<file path="config.mk">
export PLATFORM = sky130hd
export DESIGN_NAME = nibmul_sbox
export DESIGN_NICKNAME = d
export VERILOG_FILES = /design/src/rtl/nibmul_sbox_pkg.sv /design/src/rtl/nibmul_gf16_mul.sv /design/src/rtl/nibmul_zero_sel.sv /design/src/rtl/nibmul_sbox_core.sv /design/src/rtl/nibmul_sbox.sv
export SDC_FILE = /design/constraint.sdc
export NUM_CORES = 1
export LEC_CHECK = 0
export BUFFER_PORTS_ARGS = -buffer_cell sky130_fd_sc_hd__buf_2
export CORE_MARGIN = 1
export CORE_UTILIZATION = 54
export CTS_CLUSTER_DIAMETER = 60
export DETAILED_ROUTE_END_ITERATION = 12
export PLACE_DENSITY = 0.87
export SLEW_MARGIN = 20
export SYNTH_ARGS = -nofsm -noshare
export SYNTH_HDL_FRONTEND = slang
export SYNTH_SLANG_ARGS = --single-unit
</file>
<file path="constraint.sdc">
create_clock -name clk -period 3.4 [get_ports clk]
set_clock_uncertainty 0.1 [all_clocks]
set_input_delay 0.85 -clock clk [delete_from_list [all_inputs] [get_ports clk]]
set_output_delay 0.85 -clock clk [all_outputs]
set_load 0.05 [all_outputs]
</file>
<file path="src/rtl/nibmul_sbox_pkg.sv">
package nibmul_sbox_pkg;
  localparam int BYTE_W = 8;
  localparam int NIB_W  = BYTE_W / 2;
  typedef logic [NIB_W-1:0]  nib_t;
  typedef logic [BYTE_W-1:0] byte_t;
endpackage

</file>
<file path="src/rtl/nibmul_gf16_mul.sv">
module nibmul_gf16_mul
  import nibmul_sbox_pkg::*;
#(
  parameter nib_t RED_POLY = 4'h3
) (
  input  nib_t x,
  input  nib_t y,
  output nib_t p
);
  nib_t acc;

  // Horner shift-and-add: double the partial result, reduce, then add x.
  always_comb begin
    acc = '0;
    for (int i = NIB_W - 1; i >= 0; i--) begin
      acc = {acc[NIB_W-2:0], 1'b0} ^ (acc[NIB_W-1] ? RED_POLY : nib_t'(0));
      if (y[i]) acc = acc ^ x;
    end
    p = acc;
  end
endmodule

</file>
<file path="src/rtl/nibmul_zero_sel.sv">
module nibmul_zero_sel
  import nibmul_sbox_pkg::*;
(
  input  nib_t test_nib,
  input  nib_t product,
  input  nib_t bypass,
  output nib_t result
);
  logic nonzero;

  // Three two-input ORs, then a 2:1 mux.
  assign nonzero = (test_nib[0] | test_nib[1]) | (test_nib[2] | test_nib[3]);
  assign result  = nonzero ? product : bypass;
endmodule

</file>
<file path="src/rtl/nibmul_sbox_core.sv">
module nibmul_sbox_core
  import nibmul_sbox_pkg::*;
#(
  parameter nib_t  RED_POLY = 4'h3,
  parameter byte_t OUT_XOR  = 8'h63
) (
  input  byte_t din,
  output byte_t dout
);
  nib_t hi_n, lo_n, prod_b, prod_a, nib_b, nib_a;

  assign hi_n = din[BYTE_W-1:NIB_W];
  assign lo_n = din[NIB_W-1:0];

  nibmul_gf16_mul #(.RED_POLY(RED_POLY)) mul_first_i (
    .x(hi_n), .y(lo_n), .p(prod_b));

  nibmul_zero_sel sel_first_i (
    .test_nib(lo_n), .product(prod_b), .bypass(hi_n), .result(nib_b));

  nibmul_gf16_mul #(.RED_POLY(RED_POLY)) mul_second_i (
    .x(lo_n), .y(nib_b), .p(prod_a));

  nibmul_zero_sel sel_second_i (
    .test_nib(nib_b), .product(prod_a), .bypass(lo_n), .result(nib_a));

  assign dout = {nib_a, nib_b} ^ OUT_XOR;
endmodule

</file>
<file path="src/rtl/nibmul_sbox.sv">
module nibmul_sbox
  import nibmul_sbox_pkg::*;
#(
  parameter nib_t  RED_POLY = 4'h3,
  parameter byte_t OUT_XOR  = 8'h63,
  parameter bit    REG_OUT  = 1'b1
) (
  input  logic       clk,
  input  logic       rst_n,
  input  logic       in_valid,
  output logic       in_ready,
  input  logic [7:0] in_byte,
  output logic       out_valid,
  input  logic       out_ready,
  output logic [7:0] out_byte
);
  byte_t sub_byte;

  nibmul_sbox_core #(.RED_POLY(RED_POLY), .OUT_XOR(OUT_XOR)) core_i (
    .din(in_byte), .dout(sub_byte));

  generate
    if (REG_OUT) begin : g_reg
      logic  vld_q;
      byte_t dat_q;

      assign in_ready = !vld_q || out_ready;

      always_ff @(posedge clk) begin
        if (!rst_n) begin
          vld_q <= 1'b0;
          dat_q <= '0;
        end else if (in_ready) begin
          vld_q <= in_valid;
          if (in_valid) dat_q <= sub_byte;
        end
      end

      assign out_valid = vld_q;
      assign out_byte  = dat_q;
    end else begin : g_comb
      assign in_ready  = out_ready;
      assign out_valid = in_valid;
      assign out_byte  = sub_byte;
    end
  endgenerate
endmodule

</file>
==> qor.yml, run 1 <==
core_um2: 1802
ir_drop_mv: 0.3712
syn_area_um2: 1086
report.final.slew_viol_count: 0
hold_viol: 0
area_growth_syn_to_layout_pct: 14.75
portBuffers: 21
pin_count: 22
period_needed_ns: 3.136
tightest_slew_ns: 0.4756
regArea_um2: 180.2
ys_warn_count: 0
num_rows: 15
leakage_uw: 0.0006056
worstPathArrival_ns: 3.24
syn_inst: 136
first_pass_iters: 4
cts_resized: 0
nFillCells: 155
hpwl_mm: 2.023
place_congestion: 0.8596
synth_top_area_share_pct: 16.59
htree_levels: 1
clk_latency_ns: 0.27
root_buffer: "clkbuf_4"
cp-start-kind: "input pin"
grt_pass1_vias: 1006
min_period_over_period_pct: 92.24
tns_ns: 0
postRouteAntennaNets: 0
hold_class: "register to register"
rsz0062_at_grt: "false"
clockBufferDepth: 2
place_ws_ns: -0.01570
cpMostUsedCell: "xnor3_1"
worst_ep_required_time_ns: 3.51
syn_nets: 148
ys_seq_elements: 9
endpoint_kind: "register"
ys_seq_area_share_pct: 16.59
antennaDiodeCount: 0
critPathSlowestCell: "xor2_2"
synth-edff-count: 0
drc: 0
ctsHoldBuffers: 0
track_usage_pct: 26.89
avgRoutedWirePerCell_um: 15.12
setup_violations: 0
multi_input_area_um2: 849.6
path_cells: "buf_2 -> and4b_1 -> o31ai_1 -> o221ai_1 -> xor2_2 -> nor2_1 -> xnor3_1 -> xnor3_1 -> a21oi_1"
powerDensity_nw_per_um2: 447.1
grt_pass1_wl_mm: 4.209
status: "finished, final reports clean"
grt_max_degree: 19
max_stage_delay_ns: 0.42
path_buf_inv: 1
slew_headroom_pct: 68.30
nets: 170
initial_core_util_pct: 60.28
timing.final.ws_setup_ns: 0.2638
p_total_uw: 557.2
async_flop_share_pct: 0
yosysUniqueCellTypes: 44
mostFrequentLayoutCell: "nand2_1"
synth_ff_type: "dfxtp_1"
routed_wl_mm: 2.751
crit_path_max_fanout: 18
path_clk_slew_ns: 0.07
crit_family: "XOR/XNOR gates"
avgSynthCellArea_um2: 7.986
cts_tree: "built"
numCtsBuffers: 3
path_class: "input pin to register"
yosysTopAreaCell: "dfxtp_1"
synthTopCellsByArea: "dfxtp_1, xnor3_1, nand2_1"
grt_overflow_total: 0
antenna_found_initial: 0
maxCapViolCount: 0
final_util_pct: 69.17
die-height_um: 46.85
fmax_ghz: 0.3189
routed_via_density: 5.978
vias: 1088
final_layout_size_suffix_gt1_share_pct: 24.84
clock_sinks: 9
mostFrequentLayoutCells: "nand2_1, buf_2, nor2_1"
cts_setup_buffers: 0
die_x_um: 46.85
dieArea_um2: 2194
dr.first_iter.drc_count: 22
-- cell families (layout without fill, tap and decap cells) --
| group | after synthesis | count (layout) | synth area share, % |
|---|---|---|---|
| simple gates | 57 | 57 | 26.73 |
| compound gates | 31 | 31 | 19.93 |
| xor+xnor | 22 | 22 | 27.65 |
| buf+inv | 13 | 34 | 5.184 |
| flops | 9 | 9 | 16.59 |
| mux | 4 | 4 | 3.917 |
-- registers in the layout, indices dropped and copies added, names as in the netlist --
register / flops
out_byte: 8
out_valid: 1
-- where the power goes --
part | switching [µW] | internal, µW
Clock | 46.1 | 43.6
Combinational | 194 | 146
Sequential | 6.86 | 120
-- Yosys cell counts, types with 2 or more instances --
cell type and number:
nor3_1 5, xnor3_1 5, a21oi_1 6, nand3_1 2, dfxtp_1 9, buf_2 6, nor2_1 10, xor2_1 7
xor2_2 2, clkbuf_1 3, inv_1 4, and4b_1 2, and2_1 3, nand2b_1 3, a21boi_0 2, nand2_1 23
nor2b_1 3, a211oi_1 3, xnor2_1 6, o21ai_0 6, mux2i_1 2, o31ai_1 2
-- final timing paths --
check                      startpoint                  endpoint  slack [ns]  cells after the start
min reg2reg  out_byte[0]$_SDFFE_PN0P_  out_byte[0]$_SDFFE_PN0P_        0.37                      2
max                        in_byte[3]  out_byte[5]$_SDFFE_PN0P_        0.26                      9
max reg2reg    out_valid$_SDFFE_PN0N_  out_byte[7]$_SDFFE_PN0P_        1.89                      4
min          out_byte[0]$_SDFFE_PN0P_  out_byte[0]$_SDFFE_PN0P_        0.37                      2
-- worst register-to-register path, cell delays in order (launching register included) --
cell      delay [ns]
dfxtp_1         0.31
nand2b_1        0.12
and2_1          0.44
o21ai_1         0.16
o221a_2         0.27
-- through the flow --
stage | hold slack [ns] | instances | area, µm²
floorplan | 0.5712 | 136 | 1086
global placement | 0.3463 | 178 | 1219
detailed placement | 0.3641 | 178 | 1219
CTS | 0.3754 | 182 | 1246
global route | 0.4213 | 182 | 1246
finish | 0.3745 | 182 | 1246
-- layer usage --
metal | global-route usage (%) | vias up | part of all wire, %
met4 | 4.000 | 0 | 0.44
met5 | 0 | - | 0
met1 | 33.89 | 529 | 43
met3 | 7.692 | 2 | 5.6
li1 | - | 516 | -
met2 | 46.67 | 41 | 51
-- cell type report --
type                    count  area share, %
clock buffers               3          1.807
clock inverters             1         0.4016
inverters                   4          1.205
multi-input cells         114          68.17
flip-flops and latches      9          14.46
well taps                  25          2.510
repair buffers             26          11.45
Power figures use the tool's default switching activity.
==> run 2, diff against run 1 <==
GPL_TIMING_DRIVEN = 0   (was default)
==> qor.yml, run 2 (synthesis gave the netlist of run 1 again) <==
status: "finished, final reports clean"
nets: 170  # unchanged
vias: 1080  # -0.74%
ctsHoldBuffers: 0  # unchanged
finalInstanceArea_um2: 1229  # -1.4%
num_rows: 15  # unchanged
initial_core_util_pct: 60.28  # unchanged
postPlaceCellArea_um2: 1202  # -1.3%
largest_reg_flops: 8  # unchanged
place_inst: 178  # unchanged
p_total_uw: 546.2  # -2.0%
postRouteAntennaNets: 0  # unchanged
pin_count: 22  # unchanged
place_ws_ns: 0.02861  # +0.04431 ns
fmax_ghz: 0.3184  # -0.16%
worstPathArrival_ns: 3.25  # about the same
max_stage_delay_ns: 0.39  # -0.03 ns
maxCapViolCount: 0  # unchanged
finalNonFillerCells: 182  # unchanged
path_buf_inv: 2  # +1
core_um2: 1802  # unchanged
cts_setup_buffers: 0  # unchanged
path_class: "input pin to register"
dr.first_iter.drc_count: 64  # +190%
timing.final.ws_setup_ns: 0.2589  # -0.004887 ns
endpoint_kind: "register"
clk_latency_ns: 0.27  # about the same
critPathSlowestCell: "xor2_2"
grt_pass1_vias: 968  # -3.8%
hold_viol: 0  # unchanged
grt_overflow_total: 0  # unchanged
numCtsBuffers: 3  # unchanged
final_layout_size_suffix_gt1_share_pct: 22.29  # -2.5 points
mostFrequentLayoutCells: "buf_2, nand2_1, nor2_1"
setup_violations: 0  # unchanged
path_cells: "buf_2 -> buf_2 -> and4b_1 -> o31ai_1 -> o221ai_1 -> xor2_2 -> nor2_1 -> xnor3_1 -> xnor3_1 -> a21oi_1"
period_needed_ns: 3.141  # +0.004887 ns
first_pass_iters: 4  # unchanged
crit_path_max_fanout: 10  # -8
htree_levels: 1  # unchanged
tns_ns: 0  # unchanged
crit_family: "XOR/XNOR gates"
report.final.slew_viol_count: 0  # unchanged
die-height_um: 46.85  # unchanged
place_congestion: 0.8733  # +1.6%
track_usage_pct: 25.72  # -1.2 points
routed_via_density: 5.934  # -0.74%
cts_resized: 0  # unchanged
cts_tree: "built"
drc: 0  # unchanged
powerDensity_nw_per_um2: 444.5  # -0.58%
grt_max_degree: 11  # -8
hold_class: "register to register"
slew_headroom_pct: 60.62  # -7.7 points
dieArea_um2: 2194  # unchanged
root_buffer: "clkbuf_4"
antenna_found_initial: 0  # unchanged
rsz0062_at_grt: "false"
leakage_uw: 0.0005902  # -2.5%
grt_pass1_wl_mm: 3.981  # -5.4%
min_period_over_period_pct: 92.38  # +0.14 points
ir_drop_mv: 0.3480  # -6.2%
tightest_slew_ns: 0.5864  # +0.1109 ns
die_x_um: 46.85  # unchanged
portBuffers: 17  # -19%
avgRoutedWirePerCell_um: 14.63  # -3.2%
area_growth_syn_to_layout_pct: 13.13
cp-start-kind: "input pin"
hpwl_mm: 1.996  # -1.3%
path_clk_slew_ns: 0.07  # about the same
r2r_slack_ns: 1.86  # -0.03 ns
clock_sinks: 9  # unchanged
worst_ep_required_time_ns: 3.50  # about the same
clockBufferDepth: 2  # unchanged
routed_wl_mm: 2.662  # -3.2%
antennaDiodeCount: 0  # unchanged
==> run 2: cell count changes in the layout (fill, tap and decap cells not counted) <==
cell      change
buf_2         +2
buf_4         -5
clkbuf_1      +4
clkinv_2      -1
==> run 2: per-layer routing <==
metal  share of wire [%]  global-route usage (%)  vias to the layer above
li1                    -                       -                      522
met1                  42                   32.07                      500
met2                  50                   43.89                       51
met3                 6.1                   3.462                        7
met4                 1.9                   12.00                        0
met5                   0                       0                        -
==> run 2: power by group <==
| group | leakage [µW] | total (µW) | internal, µW | switching (µW) |
|---|---|---|---|---|
| clock | 0.0000150 | 89.2 | 45.5 | 43.7 |
| combinational | 0.000501 | 329 | 138 | 191 |
| sequential | 0.0000747 | 128 | 120 | 7.25 |
==> run 2: through the flow <==
step                hold WS [ns]  utilization, %
global route              0.4274           68.19
CTS                       0.3832           68.19
global placement          0.3453           66.74
detailed placement        0.3739           66.74
finish                    0.3945           68.19
floorplan                 0.5712               -
==> run 2: final timing paths <==
| path | startpoint | end | cells after the start |
|---|---|---|---|
| setup reg to reg | out_valid$_SDFFE_PN0N_ | out_byte[3]$_SDFFE_PN0P_ | 5 |
| setup / recovery | in_byte[7] | out_byte[5]$_SDFFE_PN0P_ | 10 |
| hold / removal | out_byte[0]$_SDFFE_PN0P_ | out_byte[0]$_SDFFE_PN0P_ | 2 |
| hold reg to reg | out_byte[0]$_SDFFE_PN0P_ | out_byte[0]$_SDFFE_PN0P_ | 2 |
==> run 2: worst register-to-register path, cell delays in order, from the launching register on <==
cell,delay (ns)
dfxtp_1,0.31
nand2b_1,0.11
and2_1,0.23
clkbuf_1,0.36
nor2_1,0.08
a211oi_1,0.25
==> run 2: cell type report <==
class | instances | area (µm²)
Multi-Input combinational cell | 114 | 849.6
Fill cell | 158 | 573.1
Sequential cell | 9 | 180.2
Timing Repair Buffer | 17 | 85.08
Buffer | 9 | 41.29
Tap cell | 25 | 31.28
Clock buffer | 4 | 26.28
Inverter | 4 | 15.01
